==> src/rtl/toggle_pkg.sv <==
package toggle_pkg;
  typedef enum logic [1:0] {
    EDGE_NONE = 2'd0,
    EDGE_FALL = 2'd1,
    EDGE_RISE = 2'd2
  } tog_edge_e;
endpackage

==> src/rtl/tgp_sync.sv <==
module tgp_sync #(
  parameter int STAGES = 2
) (
  input  logic clk_i,
  input  logic rst_ni,
  input  logic d_i,
  output logic q_o
);
  logic [STAGES-1:0] ff_q;

  generate
    for (genvar i = 0; i < STAGES; i++) begin : g_stage
      always_ff @(posedge clk_i or negedge rst_ni) begin
        if (!rst_ni) ff_q[i] <= 1'b0;
        else if (i == 0) ff_q[i] <= d_i;
        else ff_q[i] <= ff_q[(i > 0) ? i-1 : 0];
      end
    end
  endgenerate

  assign q_o = ff_q[STAGES-1];
endmodule

==> src/rtl/toggle_edge_det.sv <==
module toggle_edge_det
  import toggle_pkg::*;
(
  input  logic      clk_i,
  input  logic      rst_ni,
  input  logic      tgb_we_i,
  input  logic      tgb_wdata_i,
  input  logic      tgp_sync_i,
  output logic      lvl_o,
  output tog_edge_e edge_o
);
  logic tgb_q;
  logic lvl_q;

  always_ff @(posedge clk_i or negedge rst_ni) begin
    if (!rst_ni) tgb_q <= 1'b0;
    else if (tgb_we_i) tgb_q <= tgb_wdata_i;
  end

  // software bit and pin gate each other
  assign lvl_o = tgb_q & tgp_sync_i;

  always_ff @(posedge clk_i or negedge rst_ni) begin
    if (!rst_ni) lvl_q <= 1'b0;
    else lvl_q <= lvl_o;
  end

  always_comb begin
    edge_o = EDGE_NONE;
    if (lvl_o && !lvl_q) edge_o = EDGE_RISE;
    else if (!lvl_o && lvl_q) edge_o = EDGE_FALL;
  end
endmodule

==> src/rtl/upd_merge.sv <==
module upd_merge
  import toggle_pkg::*;
#(
  parameter int NUM_CH = 8
) (
  input  logic              clk_i,
  input  logic              rst_ni,
  input  logic [NUM_CH-1:0] tsel_i,
  input  logic              upd_all_i,
  input  tog_edge_e         edge_i,
  output logic [NUM_CH-1:0] upd_en_o,
  output logic [NUM_CH-1:0] src_b_o
);
  logic tog_hit;
  logic tog_rise;

  assign tog_hit  = (edge_i != EDGE_NONE);
  assign tog_rise = (edge_i == EDGE_RISE);

  generate
    for (genvar c = 0; c < NUM_CH; c++) begin : g_ch
      logic ch_tog;
      logic en_d;
      logic b_d;

      assign ch_tog = tog_hit & tsel_i[c];
      assign en_d   = ch_tog | upd_all_i;
      // toggle direction wins over plain-update source for selected channels
      assign b_d    = ch_tog ? tog_rise : (upd_all_i & tsel_i[c]);

      always_ff @(posedge clk_i or negedge rst_ni) begin
        if (!rst_ni) begin
          upd_en_o[c] <= 1'b0;
          src_b_o[c]  <= 1'b0;
        end else begin
          upd_en_o[c] <= en_d;
          src_b_o[c]  <= en_d & b_d;
        end
      end
    end
  endgenerate
endmodule

==> src/rtl/toggle_update_ctrl.sv <==
module toggle_update_ctrl
  import toggle_pkg::*;
#(
  parameter int NUM_CH      = 8,
  parameter int SYNC_STAGES = 2
) (
  input  logic              clk_i,
  input  logic              rst_ni,
  input  logic [NUM_CH-1:0] tsel_i,
  input  logic              tgb_we_i,
  input  logic              tgb_wdata_i,
  input  logic              tgp_async_i,
  input  logic              upd_all_i,
  output logic [NUM_CH-1:0] upd_en_o,
  output logic [NUM_CH-1:0] src_b_o
);
  logic      tgp_s;
  logic      tog_lvl;
  tog_edge_e tog_edge;

  tgp_sync #(.STAGES(SYNC_STAGES)) u_sync (
    .clk_i (clk_i),
    .rst_ni(rst_ni),
    .d_i   (tgp_async_i),
    .q_o   (tgp_s)
  );

  toggle_edge_det u_edge (
    .clk_i      (clk_i),
    .rst_ni     (rst_ni),
    .tgb_we_i   (tgb_we_i),
    .tgb_wdata_i(tgb_wdata_i),
    .tgp_sync_i (tgp_s),
    .lvl_o      (tog_lvl),
    .edge_o     (tog_edge)
  );

  upd_merge #(.NUM_CH(NUM_CH)) u_merge (
    .clk_i    (clk_i),
    .rst_ni   (rst_ni),
    .tsel_i   (tsel_i),
    .upd_all_i(upd_all_i),
    .edge_i   (tog_edge),
    .upd_en_o (upd_en_o),
    .src_b_o  (src_b_o)
  );
endmodule

==> config.mk <==
export PLATFORM = sky130hd
export DESIGN_NAME = toggle_update_ctrl
export DESIGN_NICKNAME = d
export VERILOG_FILES = /design/src/rtl/toggle_pkg.sv /design/src/rtl/tgp_sync.sv /design/src/rtl/toggle_edge_det.sv /design/src/rtl/upd_merge.sv /design/src/rtl/toggle_update_ctrl.sv
export SDC_FILE = /design/constraint.sdc
export NUM_CORES = 1
export LEC_CHECK = 0
export ABC_AREA = 1
export ABC_CLOCK_PERIOD_IN_PS = 1800
export BUFFER_PORTS_ARGS = -buffer_cell sky130_fd_sc_hd__buf_2
export CORE_MARGIN = 2
export CORE_UTILIZATION = 44
export CTS_CLUSTER_DIAMETER = 30
export DETAILED_ROUTE_END_ITERATION = 12
export HOLD_SLACK_MARGIN = 0.12
export PLACE_DENSITY = 0.75
export REMOVE_ABC_BUFFERS = 1
export SYNTH_ARGS = -nofsm -noshare
export SYNTH_HDL_FRONTEND = slang
export SYNTH_SLANG_ARGS = --single-unit
==> constraint.sdc <==
create_clock -name clk_i -period 1.8 [get_ports clk_i]
set_clock_uncertainty 0.15 [all_clocks]
set_input_delay 0.36 -clock clk_i [delete_from_list [all_inputs] [get_ports clk_i]]
set_output_delay 0.36 -clock clk_i [all_outputs]
set_load 0.05 [all_outputs]
==> flow_metrics.env <==
export IMPL_design_area_um2=899.6
export IMPL_grt_overflow_total=0
export IMPL_slowest_stage="ha_1"
export IMPL_finalSetupViolations=0
export IMPL_worstSetupPathType="flip-flop to flip-flop"
export IMPL_critPathRequiredTime_ps=1830
export IMPL_slew_viol_final=0
export IMPL_avgSynthCellArea_um2=11.78
export IMPL_vias_per_cell=4.312
export IMPL_cts_tree="built"
export IMPL_hold_path_class="primary input to flip-flop"
export IMPL_nNetsFinal=110
export IMPL_syn_area_um2=683.2
export IMPL_grt_use_total_pct=14.22
export IMPL_crit_fanout=10
export IMPL_finalHoldViolations=0
export IMPL_grt_pass1_wl_um=1925
export IMPL_reg2reg_from="u_edge.tgb_q"
export IMPL_cts_clk_slew_worst_paths_ps=100
export IMPL_root_buffer="clkbuf_4"
export IMPL_synth_cell_types=10
export IMPL_drv_cap=0
export IMPL_power_leakage_nw=0.5103
export IMPL_vias=470
export IMPL_status="finished clean"
export IMPL_tns_ps=0
export IMPL_post_cts_resized=0
export IMPL_drive_above_1_share_pct=38.71
export IMPL_synthToLayoutAreaGrowth_pct=31.69
export IMPL_cp_cell_sequence="nand2_1 > inv_1 > ha_1 > nand2_2 > nand2_4 > nor2_1"
export IMPL_max_stage_delay_ps=440
export IMPL_max_freq_ghz=0.6836
export IMPL_end_kind="flip-flop"
export IMPL_synth_seq_area_share_pct=73.26
export IMPL_cts_max_path_buffers=2
export IMPL_grt_antenna_before_repair=0
export IMPL_crit_arrival_ps=1500
export IMPL_grt_max_degree=21
export IMPL_ys_seq_elements=20
export IMPL_drt_wl_total_um=1121
export IMPL_final_common_cell="buf_2"
export IMPL_route_detailed_drc=0
export IMPL_relSlewSlack_pct=72.46
export IMPL_h_tree_depth=1
export IMPL_grt_pass1_vias=448
export IMPL_synth_warnings=0
export IMPL_fin_crit_sh_pct=81.27
export IMPL_numPortBuffers=29
export IMPL_synth_cells=58
export IMPL_min_period_ps=1463
export IMPL_wire_per_inst_um=10.28
export IMPL_hold_path_startpoint="tgb_wdata_i"
export IMPL_rows=14
export IMPL_clk_latency_ps=280
export IMPL_drt_iter0_markers=1
export IMPL_antenna_cells=0
export IMPL_worstSetupStartpointType="flip-flop"
export IMPL_cts_buffers_inserted=3
export IMPL_die_h_um=43.41
export IMPL_ios=30
export IMPL_rsz0062_at_grt="no"
export IMPL_gp_routability_congestion=0.6290
export IMPL_tightest_slew_ps=413.1
export IMPL_clock_sinks=20
export IMPL_die_x_um=43.41
export IMPL_final_cell_mix="buf_2 (29), dfrtp_1 (20), inv_1 (13)"
export IMPL_dr_pass1_iters=2
export IMPL_placed_area_um2=837.1
export IMPL_die_area_um2=1884
export IMPL_ant_nets=0
export IMPL_worst_hold_slack_ps=132.1
export IMPL_vdd_ir_drop_max_mv=0.6190
export IMPL_dpl_hpwl_um=811.8
export IMPL_postCtsSetupBuffers=0
export IMPL_startpoint="u_edge.tgb_q"
export IMPL_start_util_pct=45.88
export IMPL_pwr_density_cell_nw_per_um2=1042
export IMPL_design_core_area_um2=1489
[power by group]
group	total, mW	switching [mW]	leakage (nW)	internal (mW)
clock network	0.197	0.119	0.0138	0.0776
logic	0.244	0.187	0.255	0.0565
registers	0.497	0.00933	0.242	0.488
[critical path: cells and delay by family, from the launching register on]
family | cells | cell delay (ps)
buffers and inverters | 1 | 50
adders and majority gates | 1 | 440
DFF | 1 | 390
and+or+nand+nor | 4 | 340
[repair_timing]
| item | in CTS | in global routing |
|---|---|---|
| setup endpoints to repair | 0 | 0 |
| hold endpoints to repair | 22 | 1 |
| hold buffers | 3 | 1 |
[per-stage QoR]
stage	cells	setup slack (ps)	power (mW)	util [%]
6_report	109	337.1	0.9372	60.42
5_1_grt	109	192.9	0.9887	60.42
4_1_cts	108	325.8	0.9487	59.75
3_5_place_dp	102	335.7	0.7457	56.22
3_3_place_gp	102	391.1	0.7415	56.22
2_1_floorplan	57	473.3	0.6773	-
[cell type report]
class	count	area [um2]
Multi-Input combinational cell	23	118.9
Sequential cell	20	500.5
Fill cell	134	589.3
Inverter	14	52.55
Timing Repair Buffer	33	185.2
Clock buffer	3	22.52
Tap cell	16	20.02
[final timing paths]
| kind | endpoint | slack, ps | depth (start not counted) |
|---|---|---|---|
| worst max-delay path | u_merge.src_b_o[0] | 340 | 6 |
| worst min-delay path | u_edge.tgb_q | 130 | 3 |
| worst max register to register | u_merge.src_b_o[0] | 340 | 6 |
| worst min register to register | u_sync.q_o | 210 | 0 |
| max in group asynchronous | u_merge.src_b_o[2] | 830 | 2 |
| min in group asynchronous | u_merge.src_b_o[6] | 380 | 2 |
[cells in the mapped netlist, drive strengths merged]
library cell | n | area, um2
nand2 | 5 | 31.28
nor2 | 8 | 30.03
dfrtp | 20 | 500.5
inv | 14 | 52.55
ha | 1 | 12.51
o21ai | 9 | 45.04
buf | 1 | 11.26
[state kept, by name, summed over array words and instances (netlist names)]
signal / flops
u_sync.ff_q: 1
u_edge.lvl_q: 1
u_edge.tgb_q: 1
u_sync.q_o: 1
u_merge.src_b_o: 8
u_merge.upd_en_o: 8
[layer usage]
| layer | share of wire, % | global-route usage [%] | vias up | wire length (um) |
|---|---|---|---|---|
| met2 | 51 | 20.30 | 15 | 570 |
| met4 | 0.54 | 9.091 | 0 | 6 |
| met3 | 4.9 | 2.917 | 2 | 55 |
| met5 | 0 | 0 | - | 0 |
| met1 | 44 | 19.89 | 212 | 489 |
| li1 | - | - | 241 | - |
[cell families (layout without fill, tap and decap cells)]
logic type	Yosys count	count (layout)	share of synthesized area, %
compound gates	9	9	6.593
simple gates	13	13	8.975
buf+inv	15	50	9.340
flops	20	20	73.26
fa+ha+maj	1	1	1.831
No activity file was read; power rests on OpenSTA's default activity.
